**config.mk**
```make
export PLATFORM = sky130hd
export DESIGN_NAME = txbuf_select
export DESIGN_NICKNAME = d
export VERILOG_FILES = /design/src/rtl/txsel_pkg.sv /design/src/rtl/txsel_lowest_pick.sv /design/src/rtl/txsel_reg.sv /design/src/rtl/txsel_window_gate.sv /design/src/rtl/txbuf_select.sv
export SDC_FILE = /design/constraint.sdc
export NUM_CORES = 1
export LEC_CHECK = 0
export BUFFER_PORTS_ARGS = -buffer_cell sky130_fd_sc_hd__buf_4
export CORE_AREA = 2 2 39 41
export CTS_CLUSTER_SIZE = 28
export DETAILED_ROUTE_END_ITERATION = 8
export DIE_AREA = 0 0 41 43
export PLACE_DENSITY_LB_ADDON = 0.12
export SLEW_MARGIN = 20
export SYNTH_ARGS = -nofsm -noshare
export SYNTH_HDL_FRONTEND = slang
export SYNTH_SLANG_ARGS = --single-unit
```
**constraint.sdc**
```tcl
create_clock -name clk -period 1.43 [get_ports clk]
set_input_delay 0.286 -clock clk [delete_from_list [all_inputs] [get_ports clk]]
set_output_delay 0.286 -clock clk [all_outputs]
set_load 0.1 [all_outputs]
```
**src/rtl/txsel_pkg.sv**
```systemverilog
package txsel_pkg;
  parameter int TXSEL_NUM_BUF = 3;
  parameter int TXSEL_REG_W   = 8;

  typedef enum logic [1:0] {
    MODE_RUN     = 2'b00,
    MODE_TRANSIT = 2'b01,
    MODE_INIT    = 2'b10
  } txsel_mode_e;

  function automatic txsel_mode_e decode_mode(input logic req, input logic ack);
    if (req && ack)        return MODE_INIT;
    else if (!req && !ack) return MODE_RUN;
    else                   return MODE_TRANSIT;
  endfunction
endpackage

```
**src/rtl/txsel_lowest_pick.sv**
```systemverilog
module txsel_lowest_pick #(
  parameter int WIDTH = txsel_pkg::TXSEL_NUM_BUF
) (
  input  logic [WIDTH-1:0] mask_in,
  output logic [WIDTH-1:0] pick_out
);
  logic [WIDTH:0] seen;

  assign seen[0] = 1'b0;

  genvar gi;
  generate
    for (gi = 0; gi < WIDTH; gi++) begin : g_chain
      assign pick_out[gi]  = mask_in[gi] & ~seen[gi];
      assign seen[gi+1]    = seen[gi] | mask_in[gi];
    end
  endgenerate

  always_comb begin
    assert ($onehot0(pick_out));
    assert ((mask_in == '0) == (pick_out == '0));
  end
endmodule

```
**src/rtl/txsel_reg.sv**
```systemverilog
module txsel_reg
  import txsel_pkg::*;
#(
  parameter int NUM_BUF = TXSEL_NUM_BUF
) (
  input  logic               clk,
  input  logic               rst_n,
  input  logic               wr_en,
  input  logic [NUM_BUF-1:0] wr_pick,
  input  logic               init_req,
  input  logic               init_ack,
  output logic [NUM_BUF-1:0] sel_q
);
  txsel_mode_e mode;

  assign mode = decode_mode(init_req, init_ack);

  always_ff @(posedge clk or negedge rst_n) begin
    if (!rst_n) begin
      sel_q <= '0;
    end else begin
      unique case (mode)
        MODE_INIT:    sel_q <= '0;
        MODE_RUN:     if (wr_en) sel_q <= wr_pick;
        default:      sel_q <= sel_q;
      endcase
    end
  end

  AST_INIT_CLEARS: assert property (@(posedge clk) disable iff (!rst_n)
    (init_req && init_ack) |=> (sel_q == '0));
  AST_TRANSIT_HOLDS: assert property (@(posedge clk) disable iff (!rst_n)
    (init_req != init_ack) |=> $stable(sel_q));
  AST_IDLE_HOLDS: assert property (@(posedge clk) disable iff (!rst_n)
    (!wr_en && !(init_req && init_ack)) |=> $stable(sel_q));
  AST_SEL_ONEHOT: assert property (@(posedge clk) disable iff (!rst_n)
    $onehot0(sel_q));
endmodule

```
**src/rtl/txsel_window_gate.sv**
```systemverilog
module txsel_window_gate #(
  parameter int NUM_BUF = txsel_pkg::TXSEL_NUM_BUF
) (
  input  logic [NUM_BUF-1:0] sel,
  input  logic [NUM_BUF-1:0] tx_empty,
  input  logic               win_req,
  output logic               win_grant,
  output logic               win_refuse
);
  logic [NUM_BUF-1:0] hit;

  genvar gi;
  generate
    for (gi = 0; gi < NUM_BUF; gi++) begin : g_hit
      assign hit[gi] = sel[gi] & tx_empty[gi];
    end
  endgenerate

  assign win_grant  = |hit;
  assign win_refuse = win_req & ~win_grant;

  always_comb begin
    if (sel == '0) assert (!win_grant);
    if (win_req)   assert (win_grant ^ win_refuse);
  end
endmodule

```
**src/rtl/txbuf_select.sv**
```systemverilog
module txbuf_select
  import txsel_pkg::*;
#(
  parameter int NUM_BUF = TXSEL_NUM_BUF,
  parameter int REG_W   = TXSEL_REG_W
) (
  input  logic               clk,
  input  logic               rst_n,
  input  logic               cpu_wr_en,
  input  logic [REG_W-1:0]   cpu_wr_data,
  output logic [REG_W-1:0]   cpu_rd_data,
  input  logic               init_req,
  input  logic               init_ack,
  input  logic [NUM_BUF-1:0] tx_empty,
  input  logic               win_req,
  output logic [NUM_BUF-1:0] sel_onehot,
  output logic               win_grant,
  output logic               win_refuse
);
  localparam int PAD_W = REG_W - NUM_BUF;

  logic [NUM_BUF-1:0] wr_pick;

  txsel_lowest_pick #(.WIDTH(NUM_BUF)) u_pick (
    .mask_in  (cpu_wr_data[NUM_BUF-1:0]),
    .pick_out (wr_pick)
  );

  txsel_reg #(.NUM_BUF(NUM_BUF)) u_reg (
    .clk      (clk),
    .rst_n    (rst_n),
    .wr_en    (cpu_wr_en),
    .wr_pick  (wr_pick),
    .init_req (init_req),
    .init_ack (init_ack),
    .sel_q    (sel_onehot)
  );

  txsel_window_gate #(.NUM_BUF(NUM_BUF)) u_gate (
    .sel        (sel_onehot),
    .tx_empty   (tx_empty),
    .win_req    (win_req),
    .win_grant  (win_grant),
    .win_refuse (win_refuse)
  );

  assign cpu_rd_data = {{PAD_W{1'b0}}, sel_onehot};

  AST_DESELECT_NO_GRANT: assert property (@(posedge clk) disable iff (!rst_n)
    (cpu_wr_en && !init_req && !init_ack && cpu_wr_data[NUM_BUF-1:0] == '0)
    |=> !win_grant);
  AST_BIT0_WINS: assert property (@(posedge clk) disable iff (!rst_n)
    (cpu_wr_en && !init_req && !init_ack && cpu_wr_data[0])
    |=> (cpu_rd_data == REG_W'(1)));
  AST_GRANT_FREE_BUF: assert property (@(posedge clk) disable iff (!rst_n)
    win_grant |-> ((sel_onehot & tx_empty) != '0));
endmodule

```
==> impl_metrics.py, run 1 <==
metrics = {
    "worst_setup_path": {
        "arrival_ns": 1.46,
        "slowest_delay_ns": 0.46,
        "cp_slowest_cell": "dfrtp_4",
        "worst_setup_path_start_kind": "flip-flop",
        "cp_max_fo": 2,
        "cp_num_buf_inv": 1,
        "cp-end-kind": "output port",
        "path_delay_family": "flip-flops",
        "crit_required_ns": 1.14,
        "worstPathCellList": "a222oi_1 -> and2_4 -> buf_12",
        "criticalPathCategory": "flip-flop to output port",
    },
    "logic_synthesis": {
        "synthTopCellsByArea": "dfrtp_1, buf_4, nand3b_1",
        "synth_mux_area_share_pct": 0,
        "synth_area_sq_um": 249,
        "yosysWarnings": 0,
        "synth-adder-area-share_pct": 0,
        "synth-simple-area-share_pct": 25.6,
        "synth_compound_area_share_pct": 17.1,
        "ys_types": 16,
        "seq_area_frac_synth_pct": 30.2,
        "yosys.area.top_type": "dfrtp_1",
        "synth_cells": 28,
        "synth_xor_area_share_pct": 0,
        "ys_ff_latch": 3,
        "syn_area_per_cell_sq_um": 8.89,
        "netlist.area_leader.share_pct": 30.2,
        "synth_top_family_by_area": "simple AND/OR/NAND/NOR gates",
    },
    "drt": {
        "postRouteAntennaNets": 0,
        "wl_met2_um": 418,
        "top_layer_used": "met3",
        "first_iter_violations": 4,
        "via_count": 273,
        "routedWlPerCell_um": 10.4,
        "routed-wl-met3_um": 48,
        "firstDrtPassIters": 4,
        "post-route-drc-count": 0,
        "viasPerCell": 4.01,
        "met1Wirelength_um": 244,
        "drt-total-wl_um": 710,
    },
    "timing": {
        "clock_skew_ns": 0,
        "finalHoldViolCount": 0,
        "rsz0062_at_grt": "yes",
        "finalCriticalPeriod_ns": 1.74,
        "final-setup-viol-count": 2,
        "slew_viol_final": 0,
        "fmax_mhz": 573,
        "layout_setup_ws_ns": -0.314,
        "final.period_utilization_pct": 122,
        "hold_ws_ns": 0.280,
    },
    "clock_tree": {
        "cts_tree": "built",
        "root_buffer": "clkbuf_4",
        "cts.path.max_buffers": 2,
        "cts_buffers": 3,
        "cts_num_sinks": 3,
        "clkTransAtPathRegs_ns": 0.03,
        "post-cts-setup-buffer-count": 0,
        "clock_latency_ns": 0.23,
        "cts-htree-levels": 1,
    },
    "power_and_ir_drop": {
        "powerDensity_nw_per_um2": 1090,
        "p_leak_nw": 0.233,
        "peakVddDrop_mv": 0.333,
    },
    "placed_design": {
        "pre_cts_ws_ns": -0.173,
        "dp_cells": 63,
        "io_buffers": 19,
        "dpl-instance-area_sq_um": 408,
        "dp_hpwl_um": 603,
        "gp_congestion": 0.717,
    },
    "cells_and_area": {
        "utilization_pct": 33.9,
        "stdcell_count": 68,
        "reg.largest.list": "u_reg.sel_q x3",
        "fin_nets": 70,
        "max_flop_register": "u_reg.sel_q",
        "finalInstanceArea_sq_um": 469,
        "area_growth_pct": 88.4,
        "diodes": 0,
        "layout-drive-gt1-share_pct": 63.5,
        "largest_register_ffs": 3,
    },
    "outcome": {
        "failed_checks": "negative setup slack",
        "status": "finished, violations left",
    },
    "grt": {
        "gr-usage-all-layers_pct": 9.84,
        "antenna_found_initial": 0,
        "grt_pass1_vias": 273,
        "grt_overflow": 0,
        "grt_start_max_net_pins": 10,
        "grt_pass1_wl_um": 1120,
    },
    "die": {
        "die_h_um": 43,
        "die_area_sq_um": 1760,
        "die_x_um": 41,
        "rows": 14,
        "start_util_pct": 18.0,
        "coreArea_sq_um": 1380,
        "boundaryPins": 30,
    },
    "min_path": {
        "hold_path.class": "primary input to flip-flop",
    },
    "job": {
        "drv_cap": 0,
    },
}
## layout by cell type (no fill, tap or decap), types with 2 or more instances in the layout
cell type | Yosys | layout
nand3b_1 | 2 | 2
buf_12 | 0 | 2
conb_1 | 1 | 5
buf_4 | 8 | 21
a21oi_1 | 2 | 2
dfrtp_4 | 0 | 2
clkbuf_4 | 0 | 3
o21ai_0 | 2 | 2
## final cells by class
cell class	count	area, sq um
clock buffers	4	26.3
fillers	147	915
inverters	1	3.75
multi-input cells	20	128
flip-flops and latches	3	83.8
well taps	16	20.0
repair buffers	24	208
## worst paths after layout
kind | from | endpoint | slack [ns] | cells after the start
setup / recovery | u_reg.sel_q[0] | win_refuse | -0.31 | 3
hold / removal | init_req | u_reg.sel_q[1] | 0.28 | 2
setup reg to reg | u_reg.sel_q[0] | u_reg.sel_q[0] | 0.46 | 3
hold reg to reg | u_reg.sel_q[2] | u_reg.sel_q[2] | 0.66 | 3
max in group asynchronous | rst_n | u_reg.sel_q[0] | 0.94 | 2
min in group asynchronous | rst_n | u_reg.sel_q[2] | 0.38 | 2
## logic make-up after synthesis
kind of cell    after synthesis
buf+inv                       9
simple gates                  8
compound gates                7
flops                         3
other cells                   1
## power by group
part	internal (mW)	switching, mW
Sequential	0.0928	0.00283
Clock	0.104	0.0392
Combinational	0.0743	0.200
## layer usage
layer | vias to the layer above | GRT usage, %
met5 | - | 0
met4 | 0 | 8.00
met3 | 0 | 1.57
met2 | 12 | 16.6
met1 | 127 | 9.65
li1 | 134 | -
## repair_timing
| action | in CTS | in global routing |
|---|---|---|
| hold buffers | 1 | 0 |
| hold endpoints to repair | 3 | 0 |
| gates resized for setup | 6 | 0 |
| setup endpoints to repair | 2 | 2 |
| pin swaps | 2 | 1 |
## Yosys cell counts
cell      n
dfrtp_1   3
o211ai_1  1
nand2b_1  1
and2_1    1
a21oi_1   2
and4bb_2  1
nand2_1   1
inv_1     1
o21ai_0   2
nand3b_1  2
or4b_1    1
a222oi_1  1
conb_1    1
and3b_2   1
buf_4     8
o21ai_1   1
## through the flow
step	setup TNS [ns]	power, mW
global placement	-0.251	0.351
finish	-0.613	0.513
detailed placement	-0.280	0.353
floorplan	-0.533	0.303
CTS	-0.687	0.520
global route	-0.734	0.539
Power figures use the tool's default switching activity.
==> run 2, diff against run 1 <==
- BUFFER_PORTS_ARGS: -buffer_cell sky130_fd_sc_hd__buf_4 -> -buffer_cell sky130_fd_sc_hd__buf_2
==> run 2 against run 1 <==
  * The flow still finishes with violations (negative setup slack)
  * Global-route usage is 0.82 points higher
  * Sequential power hardly changed
  * Register-to-register slack worse by 0.05 ns
  * Clock power is 3% higher
  * Count of clock-buffer cells in the layout stayed put
  * Sequential cell count stayed put
  * Fmax is 0.73% lower
  * Critical endpoint unchanged
==> impl_metrics.py, run 2 (synthesis results as in run 1) <==
metrics = {
    "timing": {
        "finalCriticalPeriod_ns": 1.76,
        "slew_viol_final": 0,
        "final.period_utilization_pct": 123,
        "layout_setup_ws_ns": -0.327,
        "finalHoldViolCount": 0,
        "final-setup-viol-count": 2,
        "clock_skew_ns": 0,
        "fmax_mhz": 569,
        "rsz0062_at_grt": "yes",
    },
    "power_and_ir_drop": {
        "power_mw": 0.540,
        "peakVddDrop_mv": 0.293,
        "p_clk_share_pct": 27.5,
        "seq_power_share_pct": 17.7,
        "powerDensity_nw_per_um2": 1040,
        "p_int_mw": 0.288,
        "p_leak_nw": 0.242,
        "p_sw_share_pct": 46.6,
        "p_comb_share_pct": 54.8,
        "power_switching_mw": 0.251,
    },
    "die": {
        "die_x_um": 41,
        "start_util_pct": 18.0,
        "coreArea_sq_um": 1380,
        "rows": 14,
        "die_h_um": 43,
        "boundaryPins": 30,
        "die_area_sq_um": 1760,
    },
    "cells_and_area": {
        "area_growth_pct": 108,
        "mostFrequentLayoutCell": "buf_2",
        "mostFrequentLayoutCells": "buf_2, buf_12, conb_1, buf_4, clkbuf_4",
        "diodes": 0,
        "utilization_pct": 37.3,
        "reg.largest.list": "u_reg.sel_q x3",
        "fin_nets": 70,
        "largest_register_ffs": 3,
        "max_flop_register": "u_reg.sel_q",
        "layout-drive-gt1-share_pct": 63.5,
    },
    "worst_setup_path": {
        "cp-end-kind": "output port",
        "reg2reg_depth": 3,
        "crit_required_ns": 1.14,
        "r2r_setup_slack_ns": 0.41,
        "worst_setup_path_start_kind": "flip-flop",
        "arrival_ns": 1.47,
        "criticalPathCategory": "flip-flop to output port",
        "cp_max_fo": 2,
        "r2r_end": "u_reg.sel_q[0]",
        "r2r-start": "u_reg.sel_q[0]",
    },
    "drt": {
        "postRouteAntennaNets": 0,
        "firstDrtPassIters": 4,
        "viasPerCell": 4.00,
        "routedWlPerCell_um": 10.6,
        "first_iter_violations": 6,
        "via_count": 272,
        "post-route-drc-count": 0,
        "drt-total-wl_um": 718,
    },
    "grt": {
        "antenna_found_initial": 0,
        "grt_start_max_net_pins": 10,
        "grt_pass1_wl_um": 1170,
        "gr-usage-all-layers_pct": 10.7,
        "grt_overflow": 0,
        "grt_pass1_vias": 302,
    },
    "outcome": {
        "failed_checks": "negative setup slack",
        "status": "finished, violations left",
    },
    "clock_tree": {
        "root_buffer": "clkbuf_4",
        "cts.path.max_buffers": 2,
        "cts-htree-levels": 1,
        "clock_latency_ns": 0.23,
        "cts_num_sinks": 3,
        "clkTransAtPathRegs_ns": 0.03,
        "cts_tree": "built",
        "cts_buffers": 3,
    },
    "min_path": {
        "whs_path_depth": 2,
        "hold_end": "u_reg.sel_q[1]",
        "hold_path.class": "primary input to flip-flop",
        "holdCritStartpoint": "init_req",
    },
    "placed_design": {
        "dp_hpwl_um": 617,
        "io_buffers": 19,
        "gp_congestion": 0.694,
    },
    "job": {
        "drv_cap": 0,
    },
}
==> run 2: power by group through the flow <==
stage	combinational, mW	clock [mW]	sequential, mW
finish	0.296	0.148	0.0956
global route	0.305	0.158	0.0963
CTS	0.297	0.159	0.0957
detailed placement	0.281	0	0.0969
global placement	0.278	0	0.0970
floorplan	0.169	0	0.135
==> run 2: through the flow <==
stage / setup WS, ns / cell area [sq um] / std cells / hold WS, ns / setup TNS, ns
after floorplan: -0.320 / 275 / 32 / -0.00959 / -0.533
after global placement: -0.119 / 458 / 62 / 0.0815 / -0.168
after detailed placement: -0.146 / 458 / 62 / 0.0820 / -0.215
after CTS: -0.348 / 517 / 68 / 0.284 / -0.666
after global routing: -0.400 / 517 / 68 / 0.309 / -0.766
final: -0.327 / 517 / 68 / 0.290 / -0.626
==> run 2: final cells by class <==
class                           count  area, sq um
Clock buffer                        4         26.3
Fill cell                         153          867
Inverter                            1         3.75
Multi-Input combinational cell     20          128
Sequential cell                     3         83.8
Tap cell                           16         20.0
Timing Repair Buffer               24          255
==> run 2: critical path: stages (launching register included) <==
cell,delay [ns]
dfrtp_4,0.46
a222oi_1,0.38
and2_4,0.23
buf_12,0.17
==> run 2: repair_timing <==
item | in CTS | in global routing
gates resized for setup | 4 | 0
buffers inserted | 1 | 0
hold endpoints to repair | 3 | 0
endpoints found under the setup margin | 2 | 2
hold buffers | 1 | 0
==> run 2: worst max-delay path by stage <==
stage | start | endpoint
2_1_floorplan | u_reg.sel_q[0] | win_refuse
3_3_place_gp | u_reg.sel_q[0] | win_refuse
3_5_place_dp | u_reg.sel_q[0] | win_refuse
4_1_cts | u_reg.sel_q[0] | win_refuse
5_1_grt | u_reg.sel_q[0] | win_refuse
6_report | u_reg.sel_q[0] | win_refuse
==> run 2: routing by layer <==
metal | vias to the layer above | part of all wire, % | track usage (%)
li1 | 135 | - | -
met1 | 123 | 30 | 9.39
met2 | 14 | 63 | 17.5
met3 | 0 | 7.8 | 1.57
met4 | 0 | 0 | 12.0
met5 | - | 0 | 0
==> run 3, diff against run 2 <==
- ABC_AREA: unset -> 1
- CORE_AREA: 2 2 39 41 -> 10 10 47 49
- DIE_AREA: 0 0 41 43 -> 0 0 57 59
==> run 3 against run 2 <==
  * The flow still finishes with violations (negative setup slack)
  * Via count fell by 2.2%
  * Global-route usage fell by 5.7 points
  * Synthesized cell count rose by 21%
  * Fmax rose by 21%
  * Sequential share of layout area fell by 0.063 points
  * Register-to-register slack improved by 0.09 ns
  * Highest routed layer unchanged
==> impl_metrics.py, run 3 <==
metrics = {
    "die": {
        "start_util_pct": 16.9,
        "die_x_um": 57,
        "die_h_um": 59,
        "rows": 14,
        "boundaryPins": 30,
        "coreArea_sq_um": 1400,
        "die_area_sq_um": 3360,
    },
    "placed_design": {
        "dp_cells": 66,
        "gp_congestion": 0.642,
        "io_buffers": 19,
        "dp_hpwl_um": 735,
    },
    "worst_setup_path": {
        "cp_slowest_cell": "dfrtp_4",
        "crit_required_ns": 1.14,
        "worstPathCellList": "nand2_4 -> nand3_4 -> nor2_4 -> buf_12",
        "slowest_delay_ns": 0.48,
        "worst_setup_path_start_kind": "flip-flop",
        "cp_max_fo": 2,
        "arrival_ns": 1.16,
        "cp-end-kind": "output port",
        "criticalPathCategory": "flip-flop to output port",
    },
    "clock_tree": {
        "cts_tree": "built",
        "cts.path.max_buffers": 2,
        "root_buffer": "clkbuf_4",
        "cts_buffers": 3,
        "cts-htree-levels": 1,
        "cts_num_sinks": 3,
        "clkTransAtPathRegs_ns": 0.03,
        "clock_latency_ns": 0.23,
    },
    "cells_and_area": {
        "mostFrequentLayoutCells": "buf_2, buf_12, nand2_1, conb_1",
        "utilization_pct": 38.1,
        "largest_register_ffs": 3,
        "max_flop_register": "u_reg.sel_q",
        "stdcell_count": 73,
        "layout-drive-gt1-share_pct": 61.4,
        "fill_cells": 154,
        "area_growth_pct": 126,
        "fin_nets": 75,
        "seq_area_sq_um": 86.3,
        "mostFrequentLayoutCell": "buf_2",
        "diodes": 0,
        "multi_input_area_sq_um": 143,
        "reg.largest.list": "u_reg.sel_q x3",
    },
    "logic_synthesis": {
        "synth_edf_count": 0,
        "yosysWarnings": 0,
        "async_reset_ff_share_pct": 100,
        "netlist.area_leader.share_pct": 31.7,
        "synth_cells": 34,
        "ys_types": 10,
        "syn_area_per_cell_sq_um": 6.96,
        "ys_ff_latch": 3,
        "yosys.area.top_type": "dfrtp_1",
        "seq_area_frac_synth_pct": 31.7,
        "synth.most_common_cell": "nand2_1",
        "synthTopCellsByCount": "nand2_1, buf_4, nand3_1, dfrtp_1, inv_1",
        "synthTopCellsByArea": "dfrtp_1, buf_4, nand2_1",
        "synthFlopType": "dfrtp_1",
        "synth_area_sq_um": 236,
    },
    "job": {
        "drv_cap": 0,
    },
    "timing": {
        "finalHoldViolCount": 0,
        "final.period_utilization_pct": 101,
        "rsz0062_at_grt": "yes",
        "final-setup-viol-count": 1,
        "finalCriticalPeriod_ns": 1.45,
        "slew_viol_final": 0,
        "clock_skew_ns": 0,
        "layout_setup_ws_ns": -0.0195,
        "fmax_mhz": 690,
    },
    "drt": {
        "viasPerCell": 3.64,
        "first_iter_violations": 3,
        "drt-total-wl_um": 807,
        "via_count": 266,
        "firstDrtPassIters": 4,
        "routedWlPerCell_um": 11.1,
        "post-route-drc-count": 0,
        "postRouteAntennaNets": 0,
    },
    "grt": {
        "grt_pass1_wl_um": 1280,
        "antenna_found_initial": 0,
        "gr-usage-all-layers_pct": 5.01,
        "grt_overflow": 0,
        "grt_start_max_net_pins": 5,
        "grt_pass1_vias": 296,
    },
    "min_path": {
        "hold_path.class": "primary input to flip-flop",
    },
    "power_and_ir_drop": {
        "p_leak_nw": 0.286,
        "powerDensity_nw_per_um2": 1110,
        "peakVddDrop_mv": 0.367,
    },
    "outcome": {
        "status": "finished, violations left",
        "failed_checks": "negative setup slack",
    },
}
[run 3: what timing repair did]
action	4_1_cts	5_1_grt
pin swaps	2	0
hold buffers	1	0
endpoints found under the setup margin	1	1
setup buffers	2	0
hold endpoints to repair	3	0
gates resized for setup	1	0
[run 3: layout make-up]
type,count,area share [%]
timing repair buffer,23,46.4
inverter,3,2.11
sequential,3,16.2
clock buffer,4,4.92
multi-input combinational,24,26.7
tap,16,3.75
[run 3: power breakdown]
part           internal, mW  total [mW]  switching, mW  leakage (nW)
Clock                 0.104       0.146         0.0413        0.0150
Combinational         0.103       0.348          0.245         0.236
Sequential           0.0954       0.101        0.00517        0.0350
Total                 0.303       0.594          0.291         0.286
[run 3: worst paths after layout]
path	startpoint	to	slack, ns	cells after the start
max reg2reg	u_reg.sel_q[0]	u_reg.sel_q[0]	0.50	5
min in group asynchronous	rst_n	u_reg.sel_q[1]	0.39	2
min reg2reg	u_reg.sel_q[1]	u_reg.sel_q[1]	0.74	3
max in group asynchronous	rst_n	u_reg.sel_q[2]	0.92	2
min	cpu_wr_data[2]	u_reg.sel_q[2]	0.32	3
max	u_reg.sel_q[2]	win_refuse	-0.02	4
[run 3: metrics by stage]
stage	total power, mW	TNS (ns)	cell area (sq um)	hold WS, ns	setup WS, ns
after floorplan	0.345	-0.493	295	-0.00957	-0.493
after global placement	0.440	0	478	0.0842	0.133
after detailed placement	0.440	0	478	0.0831	0.125
after CTS	0.603	-0.0356	534	0.315	-0.0356
after global routing	0.628	-0.0683	534	0.321	-0.0683
final	0.594	-0.0195	534	0.324	-0.0195
[run 3: cells by family (layout without fill, tap and decap cells)]
kind of cell / count (synthesis) / in the layout / share of synthesized area [%]
buffers and inverters: 11 / 30 / 30.2
DFF: 3 / 3 / 31.7
other: 1 / 5 / 1.59
and+or+nand+nor: 19 / 19 / 36.5
[run 3: critical path: cells and delay by family (launching register included)]
family,cells,cell delay (ns)
flip-flops,1,0.48
AND/OR/NAND/NOR,3,0.28
buffers and inverters,1,0.18
[run 3: metal layers]
metal | vias up | GRT usage, % | routed length (um)
met2 | 15 | 7.91 | 403
met3 | 0 | 2.58 | 77
li1 | 138 | - | -
met5 | - | 0 | 0
met1 | 113 | 4.51 | 326
met4 | 0 | 5.03 | 0
